===== src/rtl/twr_pkg.sv =====
package twr_pkg;

    localparam int DATA_W   = 8;
    localparam int ADDR_W   = 6;
    localparam int FRAME_W  = 16;
    localparam int CNT_W    = $clog2(FRAME_W);
    localparam int NUM_CFG  = 16;
    localparam int IDX_W    = $clog2(NUM_CFG);
    localparam int CTRL_IDX = 1;
    localparam int PCAL_BIT = 3;
    localparam int FCAL_BIT = 2;
    localparam logic [ADDR_W-1:0] STATUS_ADDR = 6'h1A;

    typedef enum logic [1:0] {
        CMD_NOP = 2'b00,
        CMD_WR  = 2'b01,
        CMD_RD  = 2'b10,
        CMD_CLR = 2'b11
    } cmd_e;

    typedef enum logic [2:0] {
        ST_IDLE,
        ST_SHIFT,
        ST_RD_ARM,
        ST_RD_DRIVE,
        ST_HOLD
    } fsm_e;

    function automatic logic cfg_hit(input logic [ADDR_W-1:0] a);
        return (a <= 6'h03) || ((a >= 6'h05) && (a <= 6'h10));
    endfunction

    function automatic logic [IDX_W-1:0] cfg_index(input logic [ADDR_W-1:0] a);
        logic [ADDR_W-1:0] t;
        t = (a <= 6'h03) ? a : (a - 6'd1);
        return t[IDX_W-1:0];
    endfunction

endpackage


===== src/rtl/twr_sync.sv =====
module twr_sync #(
    parameter int              WIDTH   = 3,
    parameter int              STAGES  = 2,
    parameter logic [WIDTH-1:0] RST_VAL = '0
) (
    input  logic             clk,
    input  logic             rst_n,
    input  logic [WIDTH-1:0] d,
    output logic [WIDTH-1:0] q
);
    logic [WIDTH-1:0] stage_q [STAGES];

    for (genvar gs = 0; gs < STAGES; gs++) begin : g_stage
        if (gs == 0) begin : g_first
            always_ff @(posedge clk or negedge rst_n) begin
                if (!rst_n) stage_q[gs] <= RST_VAL;
                else        stage_q[gs] <= d;
            end
        end else begin : g_next
            always_ff @(posedge clk or negedge rst_n) begin
                if (!rst_n) stage_q[gs] <= RST_VAL;
                else        stage_q[gs] <= stage_q[gs-1];
            end
        end
    end

    assign q = stage_q[STAGES-1];

endmodule


===== src/rtl/twr_frame.sv =====
module twr_frame
    import twr_pkg::*;
(
    input  logic              clk,
    input  logic              rst_n,
    input  logic              cs_s,
    input  logic              sclk_s,
    input  logic              din_s,
    input  logic [DATA_W-1:0] rd_byte,
    output logic              wr_en,
    output logic              clr_en,
    output logic [ADDR_W-1:0] addr,
    output logic [DATA_W-1:0] wdata,
    output logic              dout,
    output logic              doe
);
    fsm_e               state_q, state_d;
    logic               sclk_q;
    logic               rise, fall;
    logic [FRAME_W-2:0] shreg_q;
    logic [CNT_W-1:0]   cnt_q;
    logic [DATA_W-1:0]  tx_q;
    logic [FRAME_W-1:0] frame;
    cmd_e               cmd;
    logic               commit;

    assign rise   = sclk_s & ~sclk_q;
    assign fall   = ~sclk_s & sclk_q;
    assign frame  = {shreg_q, din_s};
    assign cmd    = cmd_e'(frame[FRAME_W-1 -: 2]);
    assign addr   = frame[FRAME_W-3 -: ADDR_W];
    assign wdata  = frame[DATA_W-1:0];
    assign commit = (state_q == ST_SHIFT) && rise && (cnt_q == CNT_W'(FRAME_W-1));
    assign wr_en  = commit && (cmd == CMD_WR);
    assign clr_en = commit && (cmd == CMD_CLR);

    // state register
    always_ff @(posedge clk or negedge rst_n) begin
        if (!rst_n) state_q <= ST_IDLE;
        else        state_q <= state_d;
    end

    always_comb begin
        state_d = state_q;
        unique case (state_q)
            ST_IDLE:     if (!cs_s) state_d = ST_SHIFT;
            ST_SHIFT:    if (cs_s) state_d = ST_IDLE;
                         else if (commit) state_d = (cmd == CMD_RD) ? ST_RD_ARM : ST_HOLD;
            ST_RD_ARM:   if (cs_s) state_d = ST_IDLE;
                         else if (fall) state_d = ST_RD_DRIVE;
            ST_RD_DRIVE: if (cs_s) state_d = ST_IDLE;
            ST_HOLD:     if (cs_s) state_d = ST_IDLE;
            default:     state_d = ST_IDLE;
        endcase
    end

    // outputs
    always_comb begin
        doe  = 1'b0;
        dout = 1'b0;
        unique case (state_q)
            ST_RD_DRIVE: begin
                doe  = 1'b1;
                dout = tx_q[DATA_W-1];
            end
            default: begin
                doe  = 1'b0;
                dout = 1'b0;
            end
        endcase
    end

    // shift path and read-out register
    always_ff @(posedge clk or negedge rst_n) begin
        if (!rst_n) begin
            sclk_q  <= 1'b0;
            shreg_q <= '0;
            cnt_q   <= '0;
            tx_q    <= '0;
        end else begin
            sclk_q <= sclk_s;
            if (state_q != ST_SHIFT) begin
                cnt_q <= '0;
            end else if (rise) begin
                shreg_q <= frame[FRAME_W-2:0];
                cnt_q   <= cnt_q + 1'b1;
            end
            if (commit && (cmd == CMD_RD)) begin
                tx_q <= rd_byte;
            end else if ((state_q == ST_RD_DRIVE) && fall) begin
                tx_q <= {tx_q[DATA_W-2:0], tx_q[DATA_W-1]};
            end
        end
    end

    AST_OE_OFF_WHEN_DESELECTED: assert property (@(posedge clk) disable iff (!rst_n)
        cs_s |=> !doe);
    AST_OE_STARTS_ON_FALL: assert property (@(posedge clk) disable iff (!rst_n)
        $rose(doe) |-> $past(fall));
    AST_ABORT_NO_COMMIT: assert property (@(posedge clk) disable iff (!rst_n)
        cs_s |-> !(wr_en || clr_en));

endmodule


===== src/rtl/twr_regbank.sv =====
module twr_regbank
    import twr_pkg::*;
#(
    parameter logic [NUM_CFG*DATA_W-1:0] DEFAULTS = '0
) (
    input  logic                      clk,
    input  logic                      rst_n,
    input  logic                      wr_en,
    input  logic                      clr_en,
    input  logic [ADDR_W-1:0]         addr,
    input  logic [DATA_W-1:0]         wdata,
    input  logic                      pcal_ack,
    input  logic                      fcal_ack,
    input  logic                      st_lock,
    input  logic                      st_gain_hi,
    input  logic                      st_xtal_ok,
    input  logic                      st_pcal_done,
    input  logic                      st_fcal_done,
    output logic [DATA_W-1:0]         rd_byte,
    output logic [NUM_CFG*DATA_W-1:0] cfg_flat
);
    logic [NUM_CFG-1:0] wr_sel;
    logic [DATA_W-1:0]  reg_arr [NUM_CFG];
    logic [IDX_W-1:0]   idx;
    logic               hit;

    assign hit = cfg_hit(addr);
    assign idx = cfg_index(addr);

    always_comb begin
        wr_sel = '0;
        if (wr_en && hit) wr_sel[idx] = 1'b1;
    end

    for (genvar gi = 0; gi < NUM_CFG; gi++) begin : g_reg
        localparam logic [DATA_W-1:0] RV = DEFAULTS[gi*DATA_W +: DATA_W];
        logic [DATA_W-1:0] r_q;
        if (gi == CTRL_IDX) begin : g_ctrl
            always_ff @(posedge clk or negedge rst_n) begin
                if (!rst_n)          r_q <= RV;
                else if (clr_en)     r_q <= RV;
                else if (wr_sel[gi]) r_q <= wdata;
                else begin
                    if (pcal_ack) r_q[PCAL_BIT] <= 1'b0;
                    if (fcal_ack) r_q[FCAL_BIT] <= 1'b0;
                end
            end
        end else begin : g_plain
            always_ff @(posedge clk or negedge rst_n) begin
                if (!rst_n)          r_q <= RV;
                else if (clr_en)     r_q <= RV;
                else if (wr_sel[gi]) r_q <= wdata;
            end
        end
        assign reg_arr[gi] = r_q;
        assign cfg_flat[gi*DATA_W +: DATA_W] = r_q;
    end

    always_comb begin
        if (addr == STATUS_ADDR)
            rd_byte = {st_lock, st_gain_hi, st_xtal_ok, 3'b000, st_pcal_done, st_fcal_done};
        else if (hit)
            rd_byte = reg_arr[idx];
        else
            rd_byte = '0;
    end

    AST_CLR_TO_DEFAULTS: assert property (@(posedge clk) disable iff (!rst_n)
        clr_en |=> (cfg_flat == DEFAULTS));
    AST_MISS_NO_WRITE: assert property (@(posedge clk) disable iff (!rst_n)
        (wr_en && !hit && !pcal_ack && !fcal_ack) |=> $stable(cfg_flat));
    AST_PCAL_SELF_CLEAR: assert property (@(posedge clk) disable iff (!rst_n)
        (pcal_ack && !wr_en && !clr_en) |=> !cfg_flat[CTRL_IDX*DATA_W+PCAL_BIT]);
    AST_FCAL_SELF_CLEAR: assert property (@(posedge clk) disable iff (!rst_n)
        (fcal_ack && !wr_en && !clr_en) |=> !cfg_flat[CTRL_IDX*DATA_W+FCAL_BIT]);

endmodule


===== src/rtl/tri_wire_regslave.sv =====
module tri_wire_regslave
    import twr_pkg::*;
#(
    parameter logic [NUM_CFG*DATA_W-1:0] CFG_DEFAULTS =
        128'h0000_0000_0000_0000_0000_0064_0000_0000
) (
    input  logic                      clk,
    input  logic                      rst_n,
    input  logic                      cs_n,
    input  logic                      sclk,
    input  logic                      sdio_i,
    output logic                      sdio_o,
    output logic                      sdio_oe,
    input  logic                      st_lock,
    input  logic                      st_gain_hi,
    input  logic                      st_xtal_ok,
    input  logic                      st_pcal_done,
    input  logic                      st_fcal_done,
    input  logic                      pcal_ack,
    input  logic                      fcal_ack,
    output logic [NUM_CFG*DATA_W-1:0] cfg_flat
);
    logic [2:0]        pins_s;
    logic              wr_en, clr_en;
    logic [ADDR_W-1:0] addr;
    logic [DATA_W-1:0] wdata, rd_byte;

    twr_sync #(.WIDTH(3), .STAGES(2), .RST_VAL(3'b100)) u_sync (
        .clk   (clk),
        .rst_n (rst_n),
        .d     ({cs_n, sclk, sdio_i}),
        .q     (pins_s)
    );

    twr_frame u_frame (
        .clk     (clk),
        .rst_n   (rst_n),
        .cs_s    (pins_s[2]),
        .sclk_s  (pins_s[1]),
        .din_s   (pins_s[0]),
        .rd_byte (rd_byte),
        .wr_en   (wr_en),
        .clr_en  (clr_en),
        .addr    (addr),
        .wdata   (wdata),
        .dout    (sdio_o),
        .doe     (sdio_oe)
    );

    twr_regbank #(.DEFAULTS(CFG_DEFAULTS)) u_regs (
        .clk          (clk),
        .rst_n        (rst_n),
        .wr_en        (wr_en),
        .clr_en       (clr_en),
        .addr         (addr),
        .wdata        (wdata),
        .pcal_ack     (pcal_ack),
        .fcal_ack     (fcal_ack),
        .st_lock      (st_lock),
        .st_gain_hi   (st_gain_hi),
        .st_xtal_ok   (st_xtal_ok),
        .st_pcal_done (st_pcal_done),
        .st_fcal_done (st_fcal_done),
        .rd_byte      (rd_byte),
        .cfg_flat     (cfg_flat)
    );

endmodule


===== config.mk =====
export PLATFORM = sky130hd
export DESIGN_NAME = tri_wire_regslave
export DESIGN_NICKNAME = d
export VERILOG_FILES = /design/src/rtl/twr_pkg.sv /design/src/rtl/twr_sync.sv /design/src/rtl/twr_frame.sv /design/src/rtl/twr_regbank.sv /design/src/rtl/tri_wire_regslave.sv
export SDC_FILE = /design/constraint.sdc
export NUM_CORES = 1
export LEC_CHECK = 0
export ABC_AREA = 1
export BUFFER_PORTS_ARGS = -buffer_cell sky130_fd_sc_hd__buf_2
export CORE_AREA = 2 2 137 139
export CTS_CLUSTER_SIZE = 20
export DETAILED_ROUTE_END_ITERATION = 8
export DIE_AREA = 0 0 139 141
export GPL_TIMING_DRIVEN = 0
export PLACE_DENSITY = 0.66
export SLEW_MARGIN = 40
export SYNTH_ARGS = -nofsm -noshare
export SYNTH_HDL_FRONTEND = slang
export SYNTH_SLANG_ARGS = --single-unit

===== constraint.sdc =====
create_clock -name clk -period 3.9 [get_ports clk]
set_clock_uncertainty 0.15 [all_clocks]
set_input_delay 0.78 -clock clk [delete_from_list [all_inputs] [get_ports clk]]
set_output_delay 0.78 -clock clk [all_outputs]
set_load 0.05 [all_outputs]

==> impl_metrics.csv <==
group,metric,value,unit
run_status,outcome,"finished clean",
synth,synth_fp_nets,1058,
synth,syn_inst,1042,
pwr,power-per-cell-area,543,mW/mm²
placed_design,place_congestion,0.962,
synth,ys_ff_latch,165,
placed_design,dpl-instance-area,0.00914,mm²
clock_tree,cts_tree,"done",
routing,detail_route.wirelength,28.3,mm
synth,synthDominantCellAreaShare,49.6,%
clock_tree,insertion_delay,0.44,ns
synth,dominantRegCellSynth,"sky130_fd_sc_hd__dfrtp_1",
global_routing,antenna_found_initial,0,
cells_and_area,layout-drive-gt1-share,19.5,%
floorplanning,floorplan.die_area,0.0196,mm²
global_routing,grt_start_max_net_pins,68,
timing,relSlewSlack,43.6,%
clock_tree,cts-resized-gates,0,
global_routing,number_of_global_route_vias_before_repair,7544,
timing,transition_time_of_the_tightest_slew_check_pin,0.845,ns
floorplanning,core_area,0.0183,mm²
setup_path,crit_top_cell,"sky130_fd_sc_hd__nand2_1",
worst_hold_path,timing.hold.worst.class,"input pin to asynchronous set/reset pin",
setup_path,worst-endpoint-arrival,3.09,ns
cells_and_area,final_net_count,1220,
timing,grt_setup_unrepaired,"false",
cells_and_area,antenna_cells,0,
routing,drt-initial-drc-count,928,
global_routing,globalRouteOverflowTotal,0,
setup_path,timing.critical_path.fanout_max,10,
global_routing,grt_first_pass_wirelength,43.5,mm
setup_path,worst_ep_required_time,4.03,ns
clock_tree,cts_made_buffers,17,
synth,synth_top_cells_by_count,"sky130_fd_sc_hd__nand2_1 (397), sky130_fd_sc_hd__dfrtp_1 (160), sky130_fd_sc_hd__o21ai_0 (107), sky130_fd_sc_hd__inv_1 (90), sky130_fd_sc_hd__o21ai_1 (63)",
run,max_cap_violations,0,
clock_tree,cts.repair_timing.setup_buffer_count,0,
cells_and_area,final_cell_count_no_fill,1451,
synth,synth.top_cells.by_area,"sky130_fd_sc_hd__dfrtp_1 (50%), sky130_fd_sc_hd__nand2_1 (18%), sky130_fd_sc_hd__o21ai_0 (6.6%)",
setup_path,worst-setup-path-type,"flop to flop",
clock_tree,ctsLongestPathBuffers,2,
cells_and_area,final_cell_area,0.00975,mm²
synth,post_synth_num_cell_types,39,
timing,drv_slew,0,
pwr,max-vdd-ir-drop,0.000437,V
floorplanning,die_width,139,µm
placed_design,port_buffers,141,
floorplanning,floorplan.rows,50,
setup_path,cpPeakStageDelay,0.69,ns
floorplanning,effective_utilization_at_floorplan,44.2,%
clock_tree,cell_chosen_for_the_clock_root,"sky130_fd_sc_hd__clkbuf_16",
routing,drc_errors,0,
placed_design,dpl.cell_count,1419,
routing,wire_per_inst,19.5,µm
clock_tree,clock_sink_count,165,
timing,final_hold_viol_count,0,
floorplanning,ioPinCount,142,
synth,seq_area_frac_synth,51.3,%
floorplanning,die_h,141,µm
timing,finalHoldWorstSlack,0.0899,ns
setup_path,crit_path_start_kind,"flop",
synth,synth_async_sr_flop_share,100,%
routing,drt_pass1_iterations,7,
synth,synthDominantAreaCellType,"sky130_fd_sc_hd__dfrtp_1",
synth,post_synth.cell_area_avg,7.74,µm²
clock_tree,clk_pin_slew_worst_paths,0.07,ns
routing,num_vias,7844,
setup_path,flop_to_flop_setup_slack,0.94,ns
setup_path,slowest_stage,"sky130_fd_sc_hd__clkbuf_1",
placed_design,place_hpwl,20.3,mm
pwr,totalPowerFinal,5.29,mW
timing,setup-violations-final,0,
routing,vias_per_cell,5.41,
synth,synth_warnings,0,
timing,fin_crit_sh,75.8,%
setup_path,kind_of_end_point_of_the_critical_path,"flop",
clock_tree,clock_tree.htree_level_count,4,
synth,synth-edff-count,0,
timing,max_clock_freq,338,MHz
setup_path,crit_chain,"inv_2 -> nand3_2 -> nor2_4 -> nand4_1 -> nor2_1 -> nand2_1 -> nand2_1 -> clkbuf_1 -> o21ai_0",
cells_and_area,synth_to_final_area_change,20.8,%
global_routing,grt_usage,29.4,%
synth,yosys.cell_count.top_type,"sky130_fd_sc_hd__nand2_1",
clock_tree,post_cts_hold_buffer_count,0,
pwr,power.static_leakage,4.91,nW
routing,final_ant_viol_nets,0,
synth,mappedNetlistArea,0.00807,mm²
timing,finalWorstPathRequiredPeriod,2.96,ns
timing,setup_tns,0,ns
==> cell usage in the layout (no fill, tap or decap), types with 6 or more instances in the layout <==
cell type,netlist,final
sky130_fd_sc_hd__inv_1,90,90
sky130_fd_sc_hd__a31oi_2,5,6
sky130_fd_sc_hd__buf_2,20,160
sky130_fd_sc_hd__o21ai_1,63,63
sky130_fd_sc_hd__nor2_1,47,47
sky130_fd_sc_hd__o21ai_0,107,107
sky130_fd_sc_hd__nand2_1,397,397
sky130_fd_sc_hd__inv_2,9,9
sky130_fd_sc_hd__nand3_1,36,36
sky130_fd_sc_hd__clkbuf_16,0,17
sky130_fd_sc_hd__a21oi_1,9,9
sky130_fd_sc_hd__clkbuf_1,16,16
sky130_fd_sc_hd__nand4_1,6,6
sky130_fd_sc_hd__dfrtp_1,160,160
sky130_fd_sc_hd__o22ai_1,17,17
==> stage by stage <==
step / setup slack [ns] / util [%]
final: 0.945 / 53.3
after global routing: 0.732 / 53.3
after CTS: 0.994 / 53.3
after detailed placement: 1.02 / 50.0
after global placement: -0.694 / 49.6
after floorplan: 0.978 / -
==> worst paths after layout <==
| kind | startpoint | to | cells after the start |
|---|---|---|---|
| max reg2reg | u_frame.state_q[2] | u_regs.g_reg[6].r_q[7] | 9 |
| min reg2reg | u_sync.stage_q[3] | u_sync.q[0] | 0 |
| max | u_frame.state_q[2] | u_regs.g_reg[6].r_q[7] | 9 |
| min | rst_n | u_regs.g_reg[12].r_q[3] | 1 |
| min in group clk | u_sync.stage_q[3] | u_sync.q[0] | 0 |
| max in group asynchronous | rst_n | u_regs.g_reg[4].r_q[5] | 2 |
==> cell families after synthesis <==
group | Yosys count | share of synthesized area (%)
muxes | 1 | 0.140
and+or+nand+nor | 512 | 25.8
adders and majority gates | 4 | 0.621
AOI/OAI and AO/OA | 217 | 14.8
buffers and inverters | 139 | 6.97
xor gates and xnor gates | 4 | 0.434
DFF | 165 | 51.3
==> per-layer routing <==
metal | vias up | part of all wire, % | global-route usage [%]
li1 | 3680 | - | -
met1 | 3711 | 43 | 41.1
met2 | 391 | 45 | 45.3
met3 | 62 | 8.8 | 6.79
met4 | 0 | 3.2 | 10.3
met5 | - | 0 | 0
==> sequential cells by signal (all words and copies together), names as in the netlist <==
| name | flops |
|---|---|
| u_frame.sclk_q | 1 |
| u_sync.q | 3 |
| u_frame.state_q | 3 |
| u_regs.g.r_q | 128 |
| u_frame.cnt_q | 4 |
| u_frame.shreg_q | 15 |
| u_frame.tx_q | 8 |
| u_sync.stage_q | 3 |
==> worst max-delay path: cells and delay by family (launching register included) <==
family | cells | cell delay (ns)
compound gates | 1 | 0.20
buf+inv | 2 | 0.80
flops | 1 | 0.44
simple gates | 6 | 1.21
==> power by group <==
group | internal, mW | leakage (nW) | total [mW] | switching, mW
clock | 1.00 | 0.290 | 1.76 | 0.756
combinational | 0.393 | 2.38 | 1.71 | 1.32
sequential | 1.77 | 2.24 | 1.82 | 0.0506
total | 3.17 | 4.91 | 5.29 | 2.12
==> area by class of cell <==
| type | instances | area (µm²) |
|---|---|---|
| repair buffers | 143 | 771 |
| well taps | 234 | 293 |
| flip-flops and latches | 165 | 4140 |
| multi-input cells | 738 | 3370 |
| inverters | 99 | 372 |
| plain buffers | 40 | 190 |
| fillers | 1797 | 8520 |
| clock buffers | 20 | 467 |
| clock inverters | 12 | 144 |
Power figures use the tool's default switching activity.
